--- config.mk ---
export PLATFORM = sky130hd
export DESIGN_NAME = dbank_access_mgr
export DESIGN_NICKNAME = d
export VERILOG_FILES = /design/src/rtl/dbank_pkg.sv /design/src/rtl/dbank_decode.sv /design/src/rtl/dbank_busy.sv /design/src/rtl/dbank_write_gate.sv /design/src/rtl/dbank_access_mgr.sv
export SDC_FILE = /design/constraint.sdc
export NUM_CORES = 1
export LEC_CHECK = 0
export BUFFER_PORTS_ARGS = -buffer_cell sky130_fd_sc_hd__buf_4
export CAP_MARGIN = 15
export CORE_UTILIZATION = 25
export CTS_CLUSTER_SIZE = 20
export DETAILED_ROUTE_END_ITERATION = 7
export GPL_TIMING_DRIVEN = 1
export PLACE_DENSITY = 0.62
export SKIP_CTS_REPAIR_TIMING = 1
export SLEW_MARGIN = 10
export SYNTH_ARGS = -nofsm -noshare
export SYNTH_HDL_FRONTEND = slang
export SYNTH_HIERARCHICAL = 1
export SYNTH_SLANG_ARGS = --single-unit
--- constraint.sdc ---
create_clock -name clk -period 2.95 [get_ports clk]
set_input_delay 0.1475 -clock clk [delete_from_list [all_inputs] [get_ports clk]]
set_output_delay 0.1475 -clock clk [all_outputs]
set_load 0.02 [all_outputs]
--- src/rtl/dbank_pkg.sv ---
package dbank_pkg;

    // default geometry: word addressed, 1M words
    localparam int DEF_ADDR_W       = 20;
    localparam int DEF_SMALL_LOG2   = 18;   // 256K words in the small bank
    localparam int DEF_SECTOR_LOG2  = 11;   // 2K-word sectors
    localparam int DEF_BLOCK_LOG2   = 15;   // 32K-word erase blocks
    localparam int DEF_PROT_SECTORS = 4;

    localparam logic BANK_SMALL = 1'b0;
    localparam logic BANK_LARGE = 1'b1;

    typedef enum logic [1:0] {
        OP_PROGRAM      = 2'd0,
        OP_SECTOR_ERASE = 2'd1,
        OP_BLOCK_ERASE  = 2'd2,
        OP_RESERVED     = 2'd3
    } op_kind_e;

    // request accepted this cycle, and where it goes
    typedef struct packed {
        logic valid;
        logic bank;
    } busy_evt_t;

    function automatic logic [1:0] bank_mask(input logic bank);
        return bank ? 2'b10 : 2'b01;
    endfunction

endpackage

--- src/rtl/dbank_decode.sv ---
module dbank_decode
    import dbank_pkg::*;
#(
    parameter int ADDR_W       = DEF_ADDR_W,
    parameter int SMALL_LOG2   = DEF_SMALL_LOG2,
    parameter bit BOTTOM_SMALL = 1'b1
) (
    input  logic [ADDR_W-1:0] addr,
    output logic              bank
);
    localparam logic [ADDR_W:0] ONE         = 1;
    localparam logic [ADDR_W:0] SMALL_WORDS = ONE << SMALL_LOG2;
    localparam logic [ADDR_W:0] FULL_WORDS  = ONE << ADDR_W;

    logic [ADDR_W:0] ext_addr;
    assign ext_addr = {1'b0, addr};

    generate
        if (BOTTOM_SMALL) begin : g_bottom
            assign bank = (ext_addr < SMALL_WORDS) ? BANK_SMALL : BANK_LARGE;
        end else begin : g_top
            assign bank = (ext_addr >= (FULL_WORDS - SMALL_WORDS)) ? BANK_SMALL : BANK_LARGE;
        end
    endgenerate
endmodule

--- src/rtl/dbank_busy.sv ---
module dbank_busy
    import dbank_pkg::*;
(
    input  logic      clk,
    input  logic      rst,
    input  busy_evt_t set_evt,
    input  logic      done,
    output logic [1:0] busy
);
    logic [1:0] set_mask;
    logic [1:0] busy_nxt;

    always_comb begin
        set_mask = set_evt.valid ? bank_mask(set_evt.bank) : 2'b00;
        // done only clears what is already running; a new start survives it
        busy_nxt = (busy & ~{2{done}}) | set_mask;
    end

    always_ff @(posedge clk) begin
        if (rst) begin
            busy <= 2'b00;
        end else begin
            busy <= busy_nxt;
        end
    end
endmodule

--- src/rtl/dbank_write_gate.sv ---
module dbank_write_gate
    import dbank_pkg::*;
#(
    parameter int ADDR_W       = DEF_ADDR_W,
    parameter int SECTOR_LOG2  = DEF_SECTOR_LOG2,
    parameter int BLOCK_LOG2   = DEF_BLOCK_LOG2,
    parameter int PROT_SECTORS = DEF_PROT_SECTORS,
    parameter bit BOTTOM_SMALL = 1'b1,
    localparam int SECT_W      = ADDR_W - SECTOR_LOG2,
    localparam int BLK_W       = ADDR_W - BLOCK_LOG2
) (
    input  logic              clk,
    input  logic              rst,
    input  logic              wr_req,
    input  logic [ADDR_W-1:0] wr_addr,
    input  logic [1:0]        wr_kind,
    input  logic              wp_n,
    input  logic              tgt_bank,
    input  logic [1:0]        busy,
    output busy_evt_t         set_evt,
    output logic              wr_grant,
    output logic              wr_reject,
    output logic              wr_bank,
    output logic [SECT_W-1:0] erase_sector,
    output logic [BLK_W-1:0]  erase_block,
    output op_kind_e          op_kind
);
    localparam logic [ADDR_W:0] ONE        = 1;
    localparam logic [ADDR_W:0] PROT_WORDS = ONE * PROT_SECTORS << SECTOR_LOG2;
    localparam logic [ADDR_W:0] FULL_WORDS = ONE << ADDR_W;

    logic [ADDR_W:0] ext_addr;
    logic            in_outer;
    logic            locked;
    logic            accept;
    logic            refuse;

    assign ext_addr = {1'b0, wr_addr};

    generate
        if (BOTTOM_SMALL) begin : g_prot_bottom
            assign in_outer = ext_addr < PROT_WORDS;
        end else begin : g_prot_top
            assign in_outer = ext_addr >= (FULL_WORDS - PROT_WORDS);
        end
    endgenerate

    always_comb begin
        locked        = in_outer && !wp_n;
        refuse        = wr_req && ((busy != 2'b00) || locked);
        accept        = wr_req && !refuse;
        set_evt.valid = accept;
        set_evt.bank  = tgt_bank;
    end

    always_ff @(posedge clk) begin
        if (rst) begin
            wr_grant     <= 1'b0;
            wr_reject    <= 1'b0;
            wr_bank      <= BANK_SMALL;
            erase_sector <= '0;
            erase_block  <= '0;
            op_kind      <= OP_PROGRAM;
        end else begin
            wr_grant  <= accept;
            wr_reject <= refuse;
            if (accept) begin
                wr_bank      <= tgt_bank;
                erase_sector <= wr_addr[ADDR_W-1:SECTOR_LOG2];
                erase_block  <= wr_addr[ADDR_W-1:BLOCK_LOG2];
                op_kind      <= op_kind_e'(wr_kind);
            end
        end
    end
endmodule

--- src/rtl/dbank_access_mgr.sv ---
module dbank_access_mgr
    import dbank_pkg::*;
#(
    parameter int ADDR_W       = DEF_ADDR_W,
    parameter int SMALL_LOG2   = DEF_SMALL_LOG2,
    parameter int SECTOR_LOG2  = DEF_SECTOR_LOG2,
    parameter int BLOCK_LOG2   = DEF_BLOCK_LOG2,
    parameter int PROT_SECTORS = DEF_PROT_SECTORS,
    parameter bit BOTTOM_SMALL = 1'b1,
    localparam int SECT_W      = ADDR_W - SECTOR_LOG2,
    localparam int BLK_W       = ADDR_W - BLOCK_LOG2
) (
    input  logic              clk,
    input  logic              rst,
    input  logic              rd_en,
    input  logic [ADDR_W-1:0] rd_addr,
    output logic              rd_bank,
    output logic              rd_grant,
    output logic              status_select,
    input  logic              wr_req,
    input  logic [ADDR_W-1:0] wr_addr,
    input  logic [1:0]        wr_kind,
    input  logic              wp_n,
    input  logic              wr_done,
    output logic              wr_grant,
    output logic              wr_reject,
    output logic              wr_bank,
    output logic [SECT_W-1:0] erase_sector,
    output logic [BLK_W-1:0]  erase_block,
    output logic [1:0]        op_kind,
    output logic [1:0]        bank_busy
);
    logic      wr_tgt_bank;
    busy_evt_t set_evt;
    op_kind_e  op_kind_q;

    dbank_decode #(
        .ADDR_W(ADDR_W), .SMALL_LOG2(SMALL_LOG2), .BOTTOM_SMALL(BOTTOM_SMALL)
    ) u_rd_dec (
        .addr(rd_addr), .bank(rd_bank)
    );

    dbank_decode #(
        .ADDR_W(ADDR_W), .SMALL_LOG2(SMALL_LOG2), .BOTTOM_SMALL(BOTTOM_SMALL)
    ) u_wr_dec (
        .addr(wr_addr), .bank(wr_tgt_bank)
    );

    dbank_write_gate #(
        .ADDR_W(ADDR_W), .SECTOR_LOG2(SECTOR_LOG2), .BLOCK_LOG2(BLOCK_LOG2),
        .PROT_SECTORS(PROT_SECTORS), .BOTTOM_SMALL(BOTTOM_SMALL)
    ) u_gate (
        .clk(clk), .rst(rst),
        .wr_req(wr_req), .wr_addr(wr_addr), .wr_kind(wr_kind), .wp_n(wp_n),
        .tgt_bank(wr_tgt_bank), .busy(bank_busy),
        .set_evt(set_evt),
        .wr_grant(wr_grant), .wr_reject(wr_reject), .wr_bank(wr_bank),
        .erase_sector(erase_sector), .erase_block(erase_block), .op_kind(op_kind_q)
    );

    dbank_busy u_busy (
        .clk(clk), .rst(rst),
        .set_evt(set_evt), .done(wr_done),
        .busy(bank_busy)
    );

    assign op_kind = op_kind_q;

    // read arbitration against the bank's own write, nothing else
    always_comb begin
        rd_grant      = rd_en && !bank_busy[rd_bank];
        status_select = rd_en &&  bank_busy[rd_bank];
    end
endmodule

Word-level counts from Yosys, hierarchy flattened --
Cells that the tools add are included.
Word-level totals: output and inout port bits 24, logic and storage cells 30, input bits 48, bits in registers 21
Cells by class: order comparisons 4, reductions and logical operators 10, muxes and demuxes 6, bitwise operators 3
Operators by type and width (count):
- < comparator 20 x 19 -> 1 bit, second input constant | 2
- < comparator 20 x 14 -> 1 bit, second input constant | 1
- logical AND 1 bit | 5
- 2-to-1 mux 1 bit | 4
- 2-to-1 mux 2 bit | 2
- zero test 1 bit | 3
- bitwise AND 2 bit | 1
- < comparator 1 x 2 -> 1 bit, second input constant | 1
- inverter 2 bit | 1
- OR 2 bit | 1
- nonzero test 2 bit | 1
- logical OR 1 bit | 1

Logic depth before layout (Yosys ltp) --
Gate-level depths: netlist (run 1).
depth in word-level cells 8, depth in mapped cells 6, gate-level depth less buffers 4

Hierarchy --
The synthesis (run 1) kept the hierarchy.
Modules (own cells, without submodules):
- dbank_write_gate | sequential area each 280.3 um2, times used 1, cells an instance 67, area an instance 714.4 um2
- dbank_busy | sequential area each 40.0 um2, times used 1, cells an instance 8, area an instance 72.6 um2
- dbank_access_mgr | sequential area each 0.0 um2, times used 1, cells an instance 3, area an instance 22.5 um2
- dbank_decode | sequential area each 0.0 um2, times used 2, cells an instance 1, area an instance 6.3 um2

Worst setup path after synthesis (run 1) --
OpenSTA, ideal clock, no wires.
path kind flip-flop to flip-flop, from register u_busy.busy[1], to register u_busy.busy[0], period minus slack after synthesis 1.428 ns, buffers on the path 2, setup time 0.070 ns, data required time 2.880 ns, arrival 1.358 ns, stages on the path, launching flop included 6, path slack 1.522 ns, cells stage by stage dfxtp_1 > a2111oi_4 > buf_6 > buf_4 > nand2b_1 > a21oi_1
Between the ends: longest elaborated chain between the ends 7
Ends and longest elaborated chain:
- from (decl) | line dbank_busy.sv:8 | output logic [1:0] busy
- from (signal assigned) | line dbank_busy.sv:23 | busy <= busy_nxt;
- nonzero test 2 bit | line dbank_write_gate.sv:50 | refuse = wr_req && ((busy != 2'b00) || locked);
- logical OR 1 bit | line dbank_write_gate.sv:50
- logical AND 1 bit | line dbank_write_gate.sv:50
- zero test 1 bit | line dbank_write_gate.sv:51 | accept = wr_req && !refuse;
- logical AND 1 bit | line dbank_write_gate.sv:51
- named net u_gate.accept | line dbank_write_gate.sv:35 | logic accept;
- 2-to-1 mux 2 bit | line dbank_busy.sv:14 | set_mask = set_evt.valid ? bank_mask(set_evt.bank) : 2'b00;
- OR 2 bit | line dbank_busy.sv:16 | busy_nxt = (busy & ~{2{done}}) | set_mask;
The timed path passes the listed nets, and every way through them passes these cells. A chain may end at the register's enable or synchronous reset.

Worst setup path after layout (run 1) --
from register u_busy.busy[0], to output rd_grant
Between the ends: longest elaborated chain between the ends 4
Ends and longest elaborated chain:
- 2-to-1 mux 1 bit (not written as such) (2 in series) | line dbank_access_mgr.sv:71 | rd_grant = rd_en && !bank_busy[rd_bank];
- zero test 1 bit | line dbank_access_mgr.sv:71
- logical AND 1 bit | line dbank_access_mgr.sv:71
- to (decl) | line dbank_access_mgr.sv:18 | output logic rd_grant,
Every way passes these cells. The select of a mux whose other input is x is not followed.

==> out/results.tsv, run 1 <==
metric	value	unit
routed_wl	1760	µm
p_int	349	µW
ys_types	19	
seq_area	320	µm²
ant_nets	0	
gp_congestion	0.681	
slew_violations	0	
synth_ff_type	dfxtp_1	
wl_per_cell	11.0	µm
antenna_found_initial	0	
clkLatencyLatePin	0.28	ns
synth_area_per_cell	10.3	µm²
path_class	flip-flop to output pin	
htreeDepth	1	
nNetsFinal	166	
drtPass1Iterations	4	
endpoint_kind	output pin	
critPathLaunchType	flip-flop	
synth-seq-cells	16	
finalCritPeriodShare	0.454	
areaGrowthSynthToFinish	40.0	%
swShare	0.297	
die-area	3520	µm²
drt-initial-drc-count	16	
setup_viol	0	
synth_nets	128	
switching_power	147	µW
r2r_setup_slack	1.64	ns
cts_tree	built	
setup_tns	0	ns
grt_overflow_total	0	
min_period	1.34	ns
vias	656	
drc	0	
rsz0062_at_grt	no	
pin_count	72	
track_usage	0.102	
io_buffers	42	
syn_inst	80	
finalHoldViolations	0	
grt_max_degree	29	
path_max_fanout	5	
yosys-top-cells-count	nand2b_1, dfxtp_1, mux2i_1	
dieWidth	59.3	µm
instances_no_fill	160	
r2r_start	u_busy/busy[1]	
fmax	746	MHz
grt_first_pass_wirelength	2660	µm
ys_async_sr_fraction	0	
synth_top_area_cell	dfxtp_1	
synth_top_area_frac	0.390	
whs	0.123	ns
ys.warnings.count	6	
arrival	1.19	ns
comb_power_share	0.277	
reg2reg_depth	3	
start_util	0.267	
seqPwrFrac	0.488	
top_layer	met4	
hold_start	wr_addr[12]	
multiInputGateArea	427	µm²
core_area	3080	µm²
synthTopCellsByArea	dfxtp_1, nand2b_1, mux2i_1	
synth_edf_count	0	
max_slew_margin	0.727	
min_to	u_gate/erase_sector[1]	
syn_area	822	µm²
grt_pass1_vias	605	
cts.sinks	16	
dp_cells	157	
outcome	completed	
nFillCells	324	
ir_drop	147	µV
clock-skew-final	0.00255	ns
cts_buffer_depth	2	
route.met2.wl	913	µm
required	2.80	ns
power.leakage	0.000518	µW
hold_path_depth	3	
viasPerCell	4.10	
ys_seq_area_frac	0.390	
maxCapViolations	0	
placementRows	20	
cts-root-buf	clkbuf_4	
synth.most_common_cell	nand2b_1	
power.density	431	nW/µm²
antenna_cells	0	
met1Wirelength	763	µm
wl_met3	60	µm
p_clk_frac	0.235	
tightest_slew	0.406	ns
hold_class	primary input to flip-flop	
numCtsBuffers	3	
r2r-end	u_gate/erase_sector[8]	
drive_above_1_share	0.422	
fp.dieH	59.3	µm
clk_pin_slew	0.10	ns
stage by stage:
stage	instance area (µm²)	utilization	setup slack, ns	power [µW]
6_report	1150	0.374	1.61	496
5_1_grt	1150	0.374	1.53	525
4_1_cts	1150	0.374	1.59	506
3_5_place_dp	1130	0.367	1.62	386
3_3_place_gp	1130	0.367	1.64	383
2_1_floorplan	822	-	1.52	331
power by group through the flow:
stage                     registers (µW)  logic [µW]  clock network, µW
after CTS                            243         139                124
after global placement               247         137                  0
final                                242         137                117
after global routing                 245         146                134
after floorplan                      265        65.3                  0
after detailed placement             247         139                  0
cell families after synthesis:
kind of cell / count (synthesis) / synth area share
buffers and inverters: 11 / 0.0913
flip-flops: 16 / 0.390
multiplexers: 13 / 0.158
AND/OR/NAND/NOR: 36 / 0.306
AO/OA/AOI/OAI: 4 / 0.0548
flip-flops by register name, summed over array words and instances (netlist names):
signal / count
u_busy/busy: 2
u_gate/wr_grant: 1
u_gate/wr_reject: 1
u_gate/erase_sector: 9
u_gate/wr_bank: 1
u_gate/op_kind: 2
routing by layer:
metal	vias up	track usage
met5	-	0
met4	0	0.0612
met3	2	0.0131
met2	19	0.172
met1	308	0.122
li1	327	-
how the worst max path moves through the flow:
stage	to	cells past startpoint	slack [ns]	startpoint
final	rd_grant	3	1.61	u_busy/busy[0]
after global routing	rd_grant	3	1.53	u_busy/busy[1]
after CTS	rd_grant	3	1.59	u_busy/busy[0]
after detailed placement	u_busy/busy[0]	6	1.62	wr_addr[16]
after global placement	u_busy/busy[0]	6	1.64	wr_addr[16]
after floorplan	u_busy/busy[0]	5	1.52	u_busy/busy[1]
worst max-delay path: stages (launching register included):
cell and delay [ns]:
dfxtp_1 0.47, mux2i_1 0.13, and2_1 0.17, buf_4 0.15
cell usage in the layout, fill, tap and decap left out:
cell type  Yosys  final
a2111oi_4      1      1
a211oi_1       1      1
a21oi_1        2      2
and2_1         1      1
buf_4          7     43
clkbuf_4       0      3
dfxtp_1       16     16
inv_1          1      1
mux2i_1       13     13
nand2_1        1      1
nand2b_1      21     21
nor2b_1        1      1
nor3_1         1      1
nor3b_1        1      1
nor4_2         1      1
nor4_4         1      1
or2_1          2      2
or2b_1         6      6
cell type report:
| class | instances | share of cell area |
|---|---|---|
| clock buffers | 3 | 0.0196 |
| flip-flops and latches | 16 | 0.278 |
| repair buffers | 43 | 0.280 |
| inverters | 1 | 0.00326 |
| multi-input cells | 53 | 0.371 |
| well taps | 44 | 0.0478 |
Power figures use the tool's default switching activity.
==> run 2: changes to the inputs <==
PLACE_DENSITY = 0.64   (was 0.62)
clock period = 1.2 ns   (was 2.95 ns; I/O delays follow)
==> out/results.tsv, run 2 (synthesized netlist as in run 1, its figures left out) <==
metric	value	unit	change
r2r_start	u_busy/busy[0]		
die-area	3520	µm²	unchanged
core_area	3080	µm²	unchanged
crit_top_cell	buf_6		
clkLatencyLatePin	0.28	ns	about the same
cts.sinks	16		unchanged
viasPerCell	4.18		+1.9%
drc	0		unchanged
tightest_slew	0.318	ns	-0.0880 ns
dieWidth	59.3	µm	unchanged
areaGrowthSynthToFinish	56.0	%	
outcome	complete, but fails checks		
hold_path_depth	3		unchanged
hold_class	primary input to flip-flop		
track_usage	0.105		+0.00352
route.met2.wl	978	µm	+7.1%
p_clk_frac	0.261		+0.026
swShare	0.281		-0.0162
antenna_found_initial	0		unchanged
instances_no_fill	168		+5.0%
grt_pass1_vias	662		+9.4%
ant_nets	0		unchanged
r2r-end	u_gate/erase_sector[1]		
mostFrequentLayoutCells	buf_4, nand2b_1, dfxtp_1		
htreeDepth	1		unchanged
slew_violations	0		unchanged
setup_viol	13		+13
reg.largest.list	u_gate/erase_sector: 9 flops, u_busy/busy: 2 flops, u_gate/op_kind: 2 flops		
drive_above_1_share	0.508		+0.0857
nFillCells	299		-7.7%
drtPass1Iterations	3		-1
r2r_setup_slack	-0.04	ns	-1.68 ns
finalHoldViolations	0		unchanged
comb_power_share	0.298		+0.021
nNetsFinal	173		+4.2%
cpPeakStageDelay	0.35	ns	-0.12 ns
postLayoutCellArea	1280	µm²	+11%
required	1.14	ns	-1.66 ns
power.leakage	0.000587	µW	+13%
max_slew_margin	0.787		+0.0593
path_class	flip-flop to output pin		
min_period	1.29	ns	
violations	setup timing		
critPathLaunchType	flip-flop		
clock-skew-final	0.00439	ns	+0.00185 ns
gp_congestion	0.748		+9.8%
final_common_cell	buf_4		
cts_buffer_depth	2		unchanged
fin_util	0.417		+0.0427
met1Wirelength	833	µm	+9.2%
hold_start	wr_kind[1]		
p_int	969	µW	+180%
grt_overflow_total	0		unchanged
numCtsBuffers	3		unchanged
setup_ws	-0.0912	ns	-1.70 ns
cts-root-buf	clkbuf_4		
top_layer	met3		
dp_hpwl	1360	µm	
vias	702		+7.0%
largest_reg_flops	9		unchanged
maxCapViolations	0		unchanged
grt_first_pass_wirelength	2760	µm	+3.6%
rsz0062_at_grt	yes		
cp_slowest_cell	dfxtp_2		
ir_drop	307	µV	+110%
grt_max_degree	29		unchanged
reg2reg_depth	4		+1
fmax	774	MHz	
dp_cells	159		+1.3%
wl_met3	100	µm	+67%
finalCritPeriodShare	1.08		
clk_pin_slew	0.10	ns	about the same
power.density	1050	nW/µm²	+140%
seqPwrFrac	0.441		-0.047
placementRows	20		unchanged
path_cells	buf_6, mux2i_1, and2_1, buf_6		
start_util	0.267		unchanged
arrival	1.23	ns	+0.04 ns
largest-register	u_gate/erase_sector		
antenna_cells	0		unchanged
routed_wl	1910	µm	+8.6%
place_area	1160	µm²	+2.8%
setup_tns	-0.318	ns	-0.318 ns
path_buf_inv	2		+1
cts_tree	built		
cp_top_family	flip-flops		
io_buffers	42		unchanged
drt-initial-drc-count	10		-6
whs	0.0442	ns	-0.0788 ns
path_max_fanout	4		-1
pin_count	72		unchanged
endpoint_kind	output pin		
fp.dieH	59.3	µm	unchanged
switching_power	378	µW	+160%
min_to	u_gate/op_kind[1]		
wl_per_cell	11.4	µm	+3.5%
-- run 2: cell count changes in the layout (fill, tap and decap cells not counted), moves of 2 or more --
cell,delta
buf_4,+3
a21oi_1,-2
a21oi_2,+2
buf_6,+2
dfxtp_1,-2
-- run 2: worst max path at each step --
stage / start / endpoint / slack, ns / cells past startpoint
6_report: u_busy/busy[1] / rd_grant / -0.09 / 4
5_1_grt: u_busy/busy[1] / rd_grant / -0.14 / 4
3_3_place_gp: wr_addr[19] / u_busy/busy[1] / 0.02 / 7
3_5_place_dp: wr_addr[19] / u_gate/erase_sector[2] / -0.03 / 6
2_1_floorplan: u_busy/busy[0] / u_busy/busy[1] / -0.11 / 5
4_1_cts: u_busy/busy[1] / rd_grant / -0.08 / 4
-- run 2: area by class of cell --
cell class,instances,area (µm²),share of cell area
multi-input combinational,53,449,0.350
sequential,16,325,0.254
clock buffer,4,36.3,0.0283
tap,44,55.1,0.0429
timing repair buffer,50,413,0.322
inverter,1,3.75,0.00293
-- run 2: tightest hold or removal path, stage by stage --
cell and delay (ns):
buf_4 0.11, nand2b_1 0.06, mux2i_1 0.06
-- run 2: per-stage QoR --
stage	total power (µW)	worst slack (ns)
floorplan	814	-0.110
global placement	955	0.0165
finish	1350	-0.0912
CTS	1320	-0.0806
global route	1410	-0.142
detailed placement	963	-0.0297
-- run 2: power by group through the flow --
stage | Sequential [µW] | Combinational, µW | Clock [µW]
final | 594 | 401 | 352
after global placement | 603 | 352 | 0
after CTS | 594 | 358 | 367
after detailed placement | 606 | 357 | 0
after global routing | 597 | 429 | 388
after floorplan | 651 | 163 | 0
-- run 2: layer usage --
metal	global-route usage	up-vias
met5	0	-
met1	0.120	328
li1	-	349
met3	0.0284	0
met4	0.0408	0
met2	0.185	25
==> run 3: changes to the inputs <==
==> constraint.sdc (replaced) <==
create_clock -name clk -period 1.2 [get_ports clk]
set_input_delay 0.36 -clock clk [delete_from_list [all_inputs] [get_ports clk]]
set_output_delay 0.36 -clock clk [all_outputs]
set_load 0.02 [all_outputs]
==> out/results.tsv, run 3 (synthesized netlist as in run 1, its figures left out) <==
metric	value	unit	change
finalCritPeriodShare	1.29		+0.211
fmax	647	MHz	-16%
final_common_cell	buf_4		
comb_power_share	0.321		+0.023
slew_violations	0		unchanged
path_max_fanout	2		-2
cts_buffer_depth	2		unchanged
drt-initial-drc-count	24		+14
rsz0062_at_grt	yes		
drive_above_1_share	0.567		+0.0589
endpoint_kind	output pin		
viasPerCell	4.10		-1.9%
grt_overflow_total	0		unchanged
switching_power	374	µW	-1.1%
ant_nets	0		unchanged
finalHoldViolations	0		unchanged
cts_tree	built		
instances_no_fill	171		+1.8%
reg.largest.list	u_gate/erase_sector: 9 flops, u_busy/busy: 2 flops, u_gate/op_kind: 2 flops		
core_area	3080	µm²	unchanged
cts.sinks	16		unchanged
path_class	primary input to output pin		
grt_max_degree	29		unchanged
violations	setup timing		
whs	0.351	ns	+0.307 ns
grt_first_pass_wirelength	2670	µm	-3.3%
arrival	1.18	ns	-0.05 ns
clkLatencyLatePin	0.28	ns	about the same
power.leakage	0.000589	µW	+0.45%
largest_reg_flops	9		unchanged
grt_pass1_vias	628		-5.1%
dp_slack	-0.721	ns	-0.691 ns
dp_cells	159		unchanged
largest-register	u_gate/erase_sector		
critPathLaunchType	primary input		
clk_pin_slew	0.09	ns	about the same
p_clk_frac	0.216		-0.045
max_slew_margin	0.731		-0.0558
htreeDepth	1		unchanged
io_buffers	42		unchanged
outcome	complete, but fails checks		
p_int	909	µW	-6.1%
wl_per_cell	11.2	µm	-1.3%
numCtsBuffers	3		unchanged
fp.dieH	59.3	µm	unchanged
ir_drop	464	µV	+51%
nNetsFinal	177		+2.3%
required	0.84	ns	-0.30 ns
vias	701		-0.14%
swShare	0.292		+0.0107
routed_wl	1920	µm	+0.47%
track_usage	0.100		-0.00521
placementRows	20		unchanged
setup_viol	19		+6
dieWidth	59.3	µm	unchanged
start_util	0.267		unchanged
mostFrequentLayoutCells	buf_4, nand2b_1, mux2i_1		
hold_class	primary input to flip-flop		
min_period	1.54	ns	+0.253 ns
cts-root-buf	clkbuf_4		
gp_congestion	0.645		-14%
drtPass1Iterations	4		+1
setup_ws	-0.345	ns	-0.253 ns
seqPwrFrac	0.464		+0.023
fin_util	0.426		+0.00935
maxCapViolations	0		unchanged
tightest_slew	0.404	ns	+0.0862 ns
die-area	3520	µm²	unchanged
antenna_cells	0		unchanged
areaGrowthSynthToFinish	59.5	%	
clock-skew-final	0.00320	ns	-0.00120 ns
drc	0		unchanged
pin_count	72		unchanged
antenna_found_initial	0		unchanged
power.density	979	nW/µm²	-6.8%
## run 3: worst max-delay path: stages
cell,delay [ns]
buf_6,0.09
or2_4,0.26
mux2i_4,0.20
and2_4,0.17
buf_6,0.11
## run 3: per-layer routing
metal	track usage	routed length, µm	up-vias
li1	-	-	353
met1	0.120	868	318
met2	0.169	929	28
met3	0.0328	116	2
met4	0.0306	8	0
met5	0	0	-
## run 3: per-stage QoR
step | cell area (µm²) | TNS [ns] | power, µW
detailed placement | 1160 | -10.78 | 965
global placement | 1160 | -10.07 | 959
floorplan | 846 | -1.89 | 823
finish | 1310 | -2.15 | 1280
CTS | 1190 | -7.67 | 1240
global route | 1310 | -3.69 | 1350
## run 3: layout make-up
type                            instances  area [µm²]
Tap cell                               44        55.1
Multi-Input combinational cell         53         459
Sequential cell                        16         328
Timing Repair Buffer                   54         443
Clock buffer                            3        22.5
Fill cell                             305        1770
Inverter                                1        3.75
## run 3: power groups by stage
stage | registers, µW | clock network, µW | logic [µW]
2_1_floorplan | 653 | 0 | 170
4_1_cts | 595 | 290 | 360
3_5_place_dp | 607 | 0 | 358
6_report | 595 | 277 | 412
3_3_place_gp | 606 | 0 | 353
5_1_grt | 600 | 317 | 438
## run 3: worst paths after layout
path                                startpoint  slack, ns                     end  cells after the start
worst max-delay path               rd_addr[19]      -0.34                rd_grant                      5
worst max register to register  u_busy/busy[1]      -0.11  u_gate/erase_sector[6]                      4
worst min register to register  u_gate/wr_bank       0.48          u_gate/wr_bank                      2
worst min-delay path                   wr_done       0.35          u_busy/busy[1]                      3
